[src/rtl/amo_pkg.sv]
package amo_pkg;

   // size field codes (bits [4:3] of the opcode)
   localparam logic [1:0] SZ_WORD  = 2'b00;
   localparam logic [1:0] SZ_DWORD = 2'b11;

   // operation codes carried in the low byte of the immediate
   localparam logic [7:0] IMM_ADD  = 8'h00;
   localparam logic [7:0] IMM_OR   = 8'h40;
   localparam logic [7:0] IMM_AND  = 8'h50;
   localparam logic [7:0] IMM_XOR  = 8'ha0;
   localparam logic [7:0] IMM_SWAP = 8'he1;
   localparam logic [7:0] IMM_CAS  = 8'hf1;

   typedef enum logic [2:0] {
      OP_ADD,
      OP_OR,
      OP_AND,
      OP_XOR,
      OP_SWAP,
      OP_CAS
   } amo_op_e;

   typedef struct packed {
      amo_op_e op;
      logic    fetch;
      logic    dword;
      logic    legal;
   } amo_dec_t;

   typedef enum logic [2:0] {
      ST_IDLE,
      ST_RD,
      ST_WAIT,
      ST_CALC,
      ST_WR,
      ST_DONE
   } amo_state_e;

endpackage

[src/rtl/amo_decode.sv]
module amo_decode
   import amo_pkg::*;
#(
   parameter int IMM_W = 32
) (
   input  logic [1:0]       size,
   input  logic [IMM_W-1:0] imm,
   output amo_dec_t         dec
);

   localparam int CODE_W = 8;

   if (IMM_W <= CODE_W) begin : g_bad_imm
      $error("amo_decode: IMM_W must exceed the 8-bit operation code");
   end

   logic            code_ok;
   logic            size_ok;
   logic            high_zero;
   amo_op_e         op;

   assign high_zero = (imm[IMM_W-1:CODE_W] == '0);
   assign size_ok   = (size == SZ_WORD) || (size == SZ_DWORD);

   always_comb begin
      code_ok = 1'b1;
      op      = OP_ADD;
      unique case (imm[CODE_W-1:0])
         IMM_ADD, IMM_ADD | 8'h01: op = OP_ADD;
         IMM_OR,  IMM_OR  | 8'h01: op = OP_OR;
         IMM_AND, IMM_AND | 8'h01: op = OP_AND;
         IMM_XOR, IMM_XOR | 8'h01: op = OP_XOR;
         IMM_SWAP:                 op = OP_SWAP;
         IMM_CAS:                  op = OP_CAS;
         default:                  code_ok = 1'b0;
      endcase
   end

   always_comb begin
      dec.op    = op;
      dec.fetch = imm[0];
      dec.dword = (size == SZ_DWORD);
      dec.legal = code_ok && size_ok && high_zero;
   end

endmodule

[src/rtl/amo_agu.sv]
module amo_agu #(
   parameter int DATA_W = 64,
   parameter int ADDR_W = 64,
   parameter int OFF_W  = 16
) (
   input  logic [DATA_W-1:0] base,
   input  logic [OFF_W-1:0]  offset,
   output logic [ADDR_W-1:0] addr
);

   if (ADDR_W > DATA_W || ADDR_W < OFF_W) begin : g_bad_addr
      $error("amo_agu: need OFF_W <= ADDR_W <= DATA_W");
   end

   logic [ADDR_W-1:0] disp;

   // displacement widening picks a variant on the width relation
   if (ADDR_W == OFF_W) begin : g_same
      assign disp = offset;
   end else begin : g_sext
      assign disp = {{(ADDR_W-OFF_W){offset[OFF_W-1]}}, offset};
   end

   assign addr = base[ADDR_W-1:0] + disp;

endmodule

[src/rtl/amo_alu.sv]
module amo_alu
   import amo_pkg::*;
#(
   parameter int DATA_W = 64,
   parameter int LANE_W = 32
) (
   input  amo_op_e           op,
   input  logic              dword,
   input  logic [DATA_W-1:0] old_val,
   input  logic [DATA_W-1:0] src_val,
   input  logic [DATA_W-1:0] cmp_val,
   output logic [DATA_W-1:0] new_val,
   output logic              do_write
);

   localparam int LANES = DATA_W / LANE_W;

   if (LANES * LANE_W != DATA_W || LANES < 2) begin : g_bad_lane
      $error("amo_alu: DATA_W must be a multiple (>=2) of LANE_W");
   end

   logic [DATA_W-1:0] mask;
   logic [DATA_W-1:0] raw;

   // lane 0 always live, upper lanes only for full-width operations
   for (genvar l = 0; l < LANES; l++) begin : g_mask
      if (l == 0) begin : g_low
         assign mask[LANE_W-1:0] = '1;
      end else begin : g_up
         assign mask[l*LANE_W +: LANE_W] = {LANE_W{dword}};
      end
   end

   always_comb begin
      unique case (op)
         OP_ADD:  raw = old_val + src_val;
         OP_OR:   raw = old_val | src_val;
         OP_AND:  raw = old_val & src_val;
         OP_XOR:  raw = old_val ^ src_val;
         default: raw = src_val;
      endcase
   end

   assign new_val  = raw & mask;
   assign do_write = (op != OP_CAS) || ((old_val & mask) == (cmp_val & mask));

endmodule

[src/rtl/amo_ctrl.sv]
module amo_ctrl
   import amo_pkg::*;
#(
   parameter int DATA_W = 64,
   parameter int ADDR_W = 64
) (
   input  logic              clk,
   input  logic              rst_n,
   input  logic              cmd_valid,
   output logic              cmd_ready,
   input  amo_dec_t          dec_in,
   input  logic [ADDR_W-1:0] addr_in,
   input  logic [DATA_W-1:0] src_in,
   input  logic [DATA_W-1:0] r0_in,
   output amo_dec_t          dec_q,
   output logic [DATA_W-1:0] old_q,
   output logic [DATA_W-1:0] src_q,
   output logic [DATA_W-1:0] r0_q,
   input  logic [DATA_W-1:0] alu_new,
   input  logic              alu_wr,
   output logic              mem_req,
   input  logic              mem_gnt,
   output logic              mem_we,
   output logic              mem_dword,
   output logic [ADDR_W-1:0] mem_addr,
   output logic [DATA_W-1:0] mem_wdata,
   input  logic              mem_rvalid,
   input  logic [DATA_W-1:0] mem_rdata,
   output logic              mem_lock,
   output logic              rsp_valid,
   output logic              rsp_illegal,
   output logic              rsp_src_we,
   output logic [DATA_W-1:0] rsp_src_data,
   output logic              rsp_r0_we,
   output logic [DATA_W-1:0] rsp_r0_data
);

   localparam int HALF_W = DATA_W / 2;

   amo_state_e        state;
   logic [ADDR_W-1:0] addr_q;
   logic [DATA_W-1:0] new_q;
   logic              bad_q;
   logic              fire;

   assign fire = cmd_valid && (state == ST_IDLE);

   always_ff @(posedge clk) begin
      if (!rst_n) begin
         state  <= ST_IDLE;
         dec_q  <= '0;
         addr_q <= '0;
         src_q  <= '0;
         r0_q   <= '0;
         old_q  <= '0;
         new_q  <= '0;
         bad_q  <= 1'b0;
      end else begin
         unique case (state)
            ST_IDLE: if (cmd_valid) begin
               dec_q  <= dec_in;
               addr_q <= addr_in;
               src_q  <= src_in;
               r0_q   <= r0_in;
               old_q  <= '0;
               bad_q  <= !dec_in.legal;
               state  <= dec_in.legal ? ST_RD : ST_DONE;
            end
            ST_RD:   if (mem_gnt) state <= ST_WAIT;
            ST_WAIT: if (mem_rvalid) begin
               old_q <= dec_q.dword ? mem_rdata : {{HALF_W{1'b0}}, mem_rdata[HALF_W-1:0]};
               state <= ST_CALC;
            end
            ST_CALC: begin
               new_q <= alu_new;
               state <= alu_wr ? ST_WR : ST_DONE;
            end
            ST_WR:   if (mem_gnt) state <= ST_DONE;
            default: state <= ST_IDLE;
         endcase
      end
   end

   assign cmd_ready = (state == ST_IDLE);
   assign mem_req   = (state == ST_RD) || (state == ST_WR);
   assign mem_we    = (state == ST_WR);
   assign mem_dword = dec_q.dword;
   assign mem_addr  = addr_q;
   assign mem_wdata = new_q;
   assign mem_lock  = (state == ST_RD) || (state == ST_WAIT) ||
                      (state == ST_CALC) || (state == ST_WR);

   assign rsp_valid    = (state == ST_DONE);
   assign rsp_illegal  = rsp_valid && bad_q;
   assign rsp_src_we   = rsp_valid && !bad_q &&
                         ((dec_q.op == OP_SWAP) || (dec_q.fetch && dec_q.op != OP_CAS));
   assign rsp_r0_we    = rsp_valid && !bad_q && (dec_q.op == OP_CAS);
   assign rsp_src_data = old_q;
   assign rsp_r0_data  = old_q;

   // one-cycle response, unit idle afterwards
   a_r1_rsp_pulse: assert property (@(posedge clk) disable iff (!rst_n)
      rsp_valid |=> (!rsp_valid && cmd_ready));

   // rejected command goes straight to a response with no request
   a_r3_reject_no_access: assert property (@(posedge clk) disable iff (!rst_n)
      (fire && !dec_in.legal) |=> (rsp_illegal && !mem_req));

   // every request is made under the lock
   a_r9_req_locked: assert property (@(posedge clk) disable iff (!rst_n)
      mem_req |-> mem_lock);

   // lock released by the time the result is shown
   a_r9_unlock_at_rsp: assert property (@(posedge clk) disable iff (!rst_n)
      rsp_valid |-> !mem_lock);

   // a pending request keeps address and direction
   a_r10_req_hold: assert property (@(posedge clk) disable iff (!rst_n)
      (mem_req && !mem_gnt) |=> (mem_req && $stable(mem_addr) && $stable(mem_we)));

   // word fetch returns a zero upper half
   a_r6_word_zext: assert property (@(posedge clk) disable iff (!rst_n)
      ((rsp_src_we || rsp_r0_we) && !mem_dword) |-> (rsp_src_data[DATA_W-1:HALF_W] == '0));

   // word writes carry nothing in the upper half
   a_r5_word_wdata: assert property (@(posedge clk) disable iff (!rst_n)
      (mem_we && !mem_dword) |-> (mem_wdata[DATA_W-1:HALF_W] == '0));

endmodule

[src/rtl/amo_unit.sv]
module amo_unit
   import amo_pkg::*;
#(
   parameter int DATA_W = 64,
   parameter int ADDR_W = 64,
   parameter int OFF_W  = 16,
   parameter int IMM_W  = 32
) (
   input  logic              clk,
   input  logic              rst_n,
   input  logic              cmd_valid,
   output logic              cmd_ready,
   input  logic [1:0]        cmd_size,
   input  logic [IMM_W-1:0]  cmd_imm,
   input  logic [DATA_W-1:0] cmd_base,
   input  logic [OFF_W-1:0]  cmd_offset,
   input  logic [DATA_W-1:0] cmd_src,
   input  logic [DATA_W-1:0] cmd_r0,
   output logic              mem_req,
   input  logic              mem_gnt,
   output logic              mem_we,
   output logic              mem_dword,
   output logic [ADDR_W-1:0] mem_addr,
   output logic [DATA_W-1:0] mem_wdata,
   input  logic              mem_rvalid,
   input  logic [DATA_W-1:0] mem_rdata,
   output logic              mem_lock,
   output logic              rsp_valid,
   output logic              rsp_illegal,
   output logic              rsp_src_we,
   output logic [DATA_W-1:0] rsp_src_data,
   output logic              rsp_r0_we,
   output logic [DATA_W-1:0] rsp_r0_data
);

   localparam int LANE_W = DATA_W / 2;

   if (DATA_W != 64) begin : g_bad_data
      $error("amo_unit: word/doubleword operation needs DATA_W of 64");
   end

   amo_dec_t          dec_in;
   amo_dec_t          dec_q;
   logic [ADDR_W-1:0] addr_in;
   logic [DATA_W-1:0] old_q;
   logic [DATA_W-1:0] src_q;
   logic [DATA_W-1:0] r0_q;
   logic [DATA_W-1:0] alu_new;
   logic              alu_wr;

   amo_decode #(.IMM_W(IMM_W)) u_dec (
      .size (cmd_size),
      .imm  (cmd_imm),
      .dec  (dec_in)
   );

   amo_agu #(.DATA_W(DATA_W), .ADDR_W(ADDR_W), .OFF_W(OFF_W)) u_agu (
      .base   (cmd_base),
      .offset (cmd_offset),
      .addr   (addr_in)
   );

   amo_alu #(.DATA_W(DATA_W), .LANE_W(LANE_W)) u_alu (
      .op       (dec_q.op),
      .dword    (dec_q.dword),
      .old_val  (old_q),
      .src_val  (src_q),
      .cmp_val  (r0_q),
      .new_val  (alu_new),
      .do_write (alu_wr)
   );

   amo_ctrl #(.DATA_W(DATA_W), .ADDR_W(ADDR_W)) u_ctrl (
      .clk          (clk),
      .rst_n        (rst_n),
      .cmd_valid    (cmd_valid),
      .cmd_ready    (cmd_ready),
      .dec_in       (dec_in),
      .addr_in      (addr_in),
      .src_in       (cmd_src),
      .r0_in        (cmd_r0),
      .dec_q        (dec_q),
      .old_q        (old_q),
      .src_q        (src_q),
      .r0_q         (r0_q),
      .alu_new      (alu_new),
      .alu_wr       (alu_wr),
      .mem_req      (mem_req),
      .mem_gnt      (mem_gnt),
      .mem_we       (mem_we),
      .mem_dword    (mem_dword),
      .mem_addr     (mem_addr),
      .mem_wdata    (mem_wdata),
      .mem_rvalid   (mem_rvalid),
      .mem_rdata    (mem_rdata),
      .mem_lock     (mem_lock),
      .rsp_valid    (rsp_valid),
      .rsp_illegal  (rsp_illegal),
      .rsp_src_we   (rsp_src_we),
      .rsp_src_data (rsp_src_data),
      .rsp_r0_we    (rsp_r0_we),
      .rsp_r0_data  (rsp_r0_data)
   );

endmodule

[config.mk]
export PLATFORM = sky130hd
export DESIGN_NAME = amo_unit
export DESIGN_NICKNAME = d
export VERILOG_FILES = /design/src/rtl/amo_pkg.sv /design/src/rtl/amo_decode.sv /design/src/rtl/amo_agu.sv /design/src/rtl/amo_alu.sv /design/src/rtl/amo_ctrl.sv /design/src/rtl/amo_unit.sv
export SDC_FILE = /design/constraint.sdc
export NUM_CORES = 1
export LEC_CHECK = 0
export BUFFER_PORTS_ARGS = -buffer_cell sky130_fd_sc_hd__buf_2
export CORE_AREA = 2 2 221 223
export DETAILED_ROUTE_END_ITERATION = 8
export DIE_AREA = 0 0 223 225
export GPL_TIMING_DRIVEN = 0
export PLACE_DENSITY = 0.78
export SLEW_MARGIN = 25
export SYNTH_ARGS = -nofsm -noshare
export SYNTH_HDL_FRONTEND = slang
export SYNTH_SLANG_ARGS = --single-unit
[constraint.sdc]
create_clock -name clk -period 3.5 [get_ports clk]
set_clock_uncertainty 0.1 [all_clocks]
set_input_delay 0.175 -clock clk [delete_from_list [all_inputs] [get_ports clk]]
set_output_delay 0.175 -clock clk [all_outputs]
set_load 0.01 [all_outputs]
==> flow_summary.yaml <==
yosys:
  synth_flop_cell: "dfxtp_1"
  synthTopCellsByCount: "nand2_1, a21oi_1, dfxtp_1"
  yosysUniqueCellTypes: 99
  yosysWarnings: 0
  yosysMostFrequentCell: "nand2_1"
  netlist_area_um2: 23700
  synth_edf_count: 0
  synth_cells: 3170
  synthArstFlopShare: 0
  ys_seq_area_frac: 0.278
  syn-num-nets: 3675
  synth_top_area_share: 0.278
  synth_area_leaders: "dfxtp_1, ha_1, a21oi_1"
  synth_area_per_cell_um2: 7.47
  ys_seq_elements: 329
  yosysTopAreaCell: "dfxtp_1"
clock_tree:
  cts_max_level: 2
  cts-buffers-inserted: 40
  clock_tree.root_cell: "clkbuf_16"
  clock_sinks: 329
  clk_latency_ns: 0.60
  cts.path.max_buffers: 3
  clk_pin_slew_worst_paths_ns: 0.06
  cts_tree: "done"
critical_path:
  critPathSlowestCell: "dfxtp_4"
  path_cells: "inv_1 > ha_2 > nand2_1 > o21a_1 > a31oi_4 > a21o_2 > a31oi_4 > o31ai_4 > a31oi_4 > o41ai_4 > buf_4 > o31ai_1 > a211o_1"
  cp-endpoint: "u_ctrl.mem_wdata[63]"
  worstPathArrival_ns: 3.87
  cp-startpoint: "u_ctrl.old_q[5]"
  cp-end-kind: "register"
  reg2reg_from: "u_ctrl.old_q[5]"
  worstSetupPathType: "register to register"
  reg2reg_to: "u_ctrl.mem_wdata[63]"
  critPathLaunchType: "register"
  cpMostUsedCell: "a31oi_4"
  rrSetupSlack_ns: 0.01
  slowest_delay_ns: 0.42
  crit_required_ns: 3.89
  worstRegToRegCells: 13
  cp_max_fo: 6
place:
  gp_congestion: 1.04
  io_buffers: 574
  dp_hpwl_um: 80200
cells_and_area:
  multiInputGateArea_um2: 15400
  drive_gt1_frac: 0.220
  final_util: 0.659
  fin_nets: 4515
  regArea_um2: 6690
  area_growth_pct: 32.4
  n_fill_cell: 4043
drt:
  vias: 28600
  routed_wirelength_um: 112000
  drc_errors: 0
  dr.pass1.iters: 8
  routed_via_density: 6.12
  ant_nets: 0
  wire_per_inst_um: 24.0
  drt_iter0_drc: 3114
timing:
  max_freq_mhz: 287
  hold_viol: 0
  tightestPinTransition_ns: 1.02
  whs_ns: 0.0183
  finalSetupTns_ns: 0
  slew_headroom: 0.323
  setup_viol: 0
  period_minus_slack_ns: 3.49
  slew_viol_final: 0
  fin_crit_sh: 0.997
floorplan:
  ios: 576
  start_util: 0.498
  die_x_um: 223
  core-area_um2: 47500
  die_y_um: 225
  die-area_um2: 50200
  rows: 80
pwr:
  powerDensity_nw_per_um2: 454
  total_power_uw: 14200
  ir_worst_vdd_mv: 0.388
  p_leak_uw: 0.0140
grt:
  antenna_found_initial: 13
  grt_usage: 0.425
  grt_max_degree: 50
  grt_pass1_wl_um: 162000
  grt_pass1_vias: 27000
  grt_overflow: 0
run:
  cap_violations: 0
run_status:
  status: "completed"
worst_hold_path:
  hp-class: "input port to register"
==> timing repair <==
action / in CTS / in global routing
pin swaps: 5 / 15
setup endpoints to repair: 182 / 60
gates resized for setup: 54 / 71
hold buffers: 208 / 0
buffers inserted: 4 / 21
hold endpoints to repair: 204 / 0
==> metrics by stage <==
| stage | std cells | setup WS [ns] | instance area [um^2] |
|---|---|---|---|
| after detailed placement | 4359 | -0.975 | 27300 |
| after global placement | 4359 | -0.974 | 27300 |
| final | 4664 | 0.0122 | 31300 |
| after floorplan | 3170 | 0.118 | 23700 |
| after CTS | 4636 | -0.00724 | 30900 |
| after global routing | 4663 | -0.184 | 31300 |
==> flip-flops by register name, indices dropped and copies added (netlist names) <==
register	cells
u_ctrl.bad_q	1
u_ctrl.dec_q	4
u_ctrl.mem_addr	64
u_ctrl.mem_dword	1
u_ctrl.mem_wdata	64
u_ctrl.old_q	64
u_ctrl.r0_q	64
u_ctrl.src_q	64
u_ctrl.state	3
==> cell families (layout without fill, tap and decap cells) <==
group	count (synthesis)	count (layout)	synth area share
AND/OR/NAND/NOR	1028	1028	0.189
buffers and inverters	467	1337	0.0845
adder cells (fa/ha/maj)	194	194	0.103
other	0	9	0
multiplexers	49	49	0.0335
flip-flops	329	329	0.278
AO/OA/AOI/OAI	930	930	0.247
XOR/XNOR	173	173	0.0640
==> worst max-delay path, delay by kind of cell, from the launching register on <==
kind | cells | cell delay [ns]
simple gates | 1 | 0.11
flops | 1 | 0.42
buf+inv | 2 | 0.27
fa+ha+maj | 1 | 0.40
compound gates | 9 | 2.07
==> cells in the final DEF, fill, tap and decap left out, types with 11 or more instances in the layout <==
master         netlist  layout
buf_2                7     579
nand3_1             98      98
nor2b_1             13      13
o211ai_1            18      18
mux4_2              24      24
inv_1              202     202
nor4_1              20      19
nand4_1             60      60
dfxtp_4              0      19
o21ai_0            117     117
nor2_1             162     160
a21o_1              66      66
a221oi_1            34      34
o31ai_1             13      12
a21oi_1            451     441
nor3_1              33      30
buf_4               64      90
ha_1               192     181
nand2b_1            13      13
xnor2_1            112     112
dfxtp_2              0      22
and3_1              15      15
clkbuf_1           189     179
dlygate4sd3_1        0     208
o21a_1              19      18
xor2_1              61      61
nand2_1            571     569
clkbuf_16            0      41
a211oi_1            29      27
a311oi_1            12      11
o21bai_1            28      28
mux2i_1             23      23
dfxtp_1            329     288
a22oi_1             19      19
==> worst min-delay path by stage <==
| stage | from | slack, ns | to | depth (start not counted) |
|---|---|---|---|---|
| final | cmd_base[61] | 0.02 | u_ctrl.mem_addr[61] | 4 |
| after global routing | cmd_offset[5] | 0.06 | u_ctrl.mem_addr[5] | 5 |
| after floorplan | cmd_imm[0] | 0.21 | u_ctrl.dec_q[2] | 2 |
| after global placement | cmd_r0[36] | 0.32 | u_ctrl.r0_q[36] | 3 |
| after CTS | mem_rvalid | 0.00009 | u_ctrl.old_q[13] | 4 |
| after detailed placement | cmd_r0[36] | 0.32 | u_ctrl.r0_q[36] | 3 |
==> where the power goes <==
group | total [uW] | internal (uW) | leakage (uW) | switching [uW]
Combinational | 5100 | 1810 | 0.0106 | 3300
Clock | 4410 | 2540 | 0.000651 | 1870
Sequential | 4720 | 4240 | 0.00270 | 478
Total | 14200 | 8600 | 0.0140 | 5650
==> final cells by class <==
class                      count  share of cell area
clock inverter                16             0.00631
inverter                     203              0.0243
clock buffer                  56              0.0368
antenna                        9            0.000718
sequential                   329               0.213
multi-input combinational   2374               0.491
buffer                       255              0.0390
tap                          615              0.0245
timing repair buffer         807               0.164
==> metal layers <==
| layer | track usage | part of all wire |
|---|---|---|
| met5 | 0 | 0.00051 |
| met4 | 0.242 | 0.066 |
| met3 | 0.128 | 0.13 |
| met2 | 0.678 | 0.44 |
| met1 | 0.510 | 0.36 |
Power figures use the tool's default switching activity.
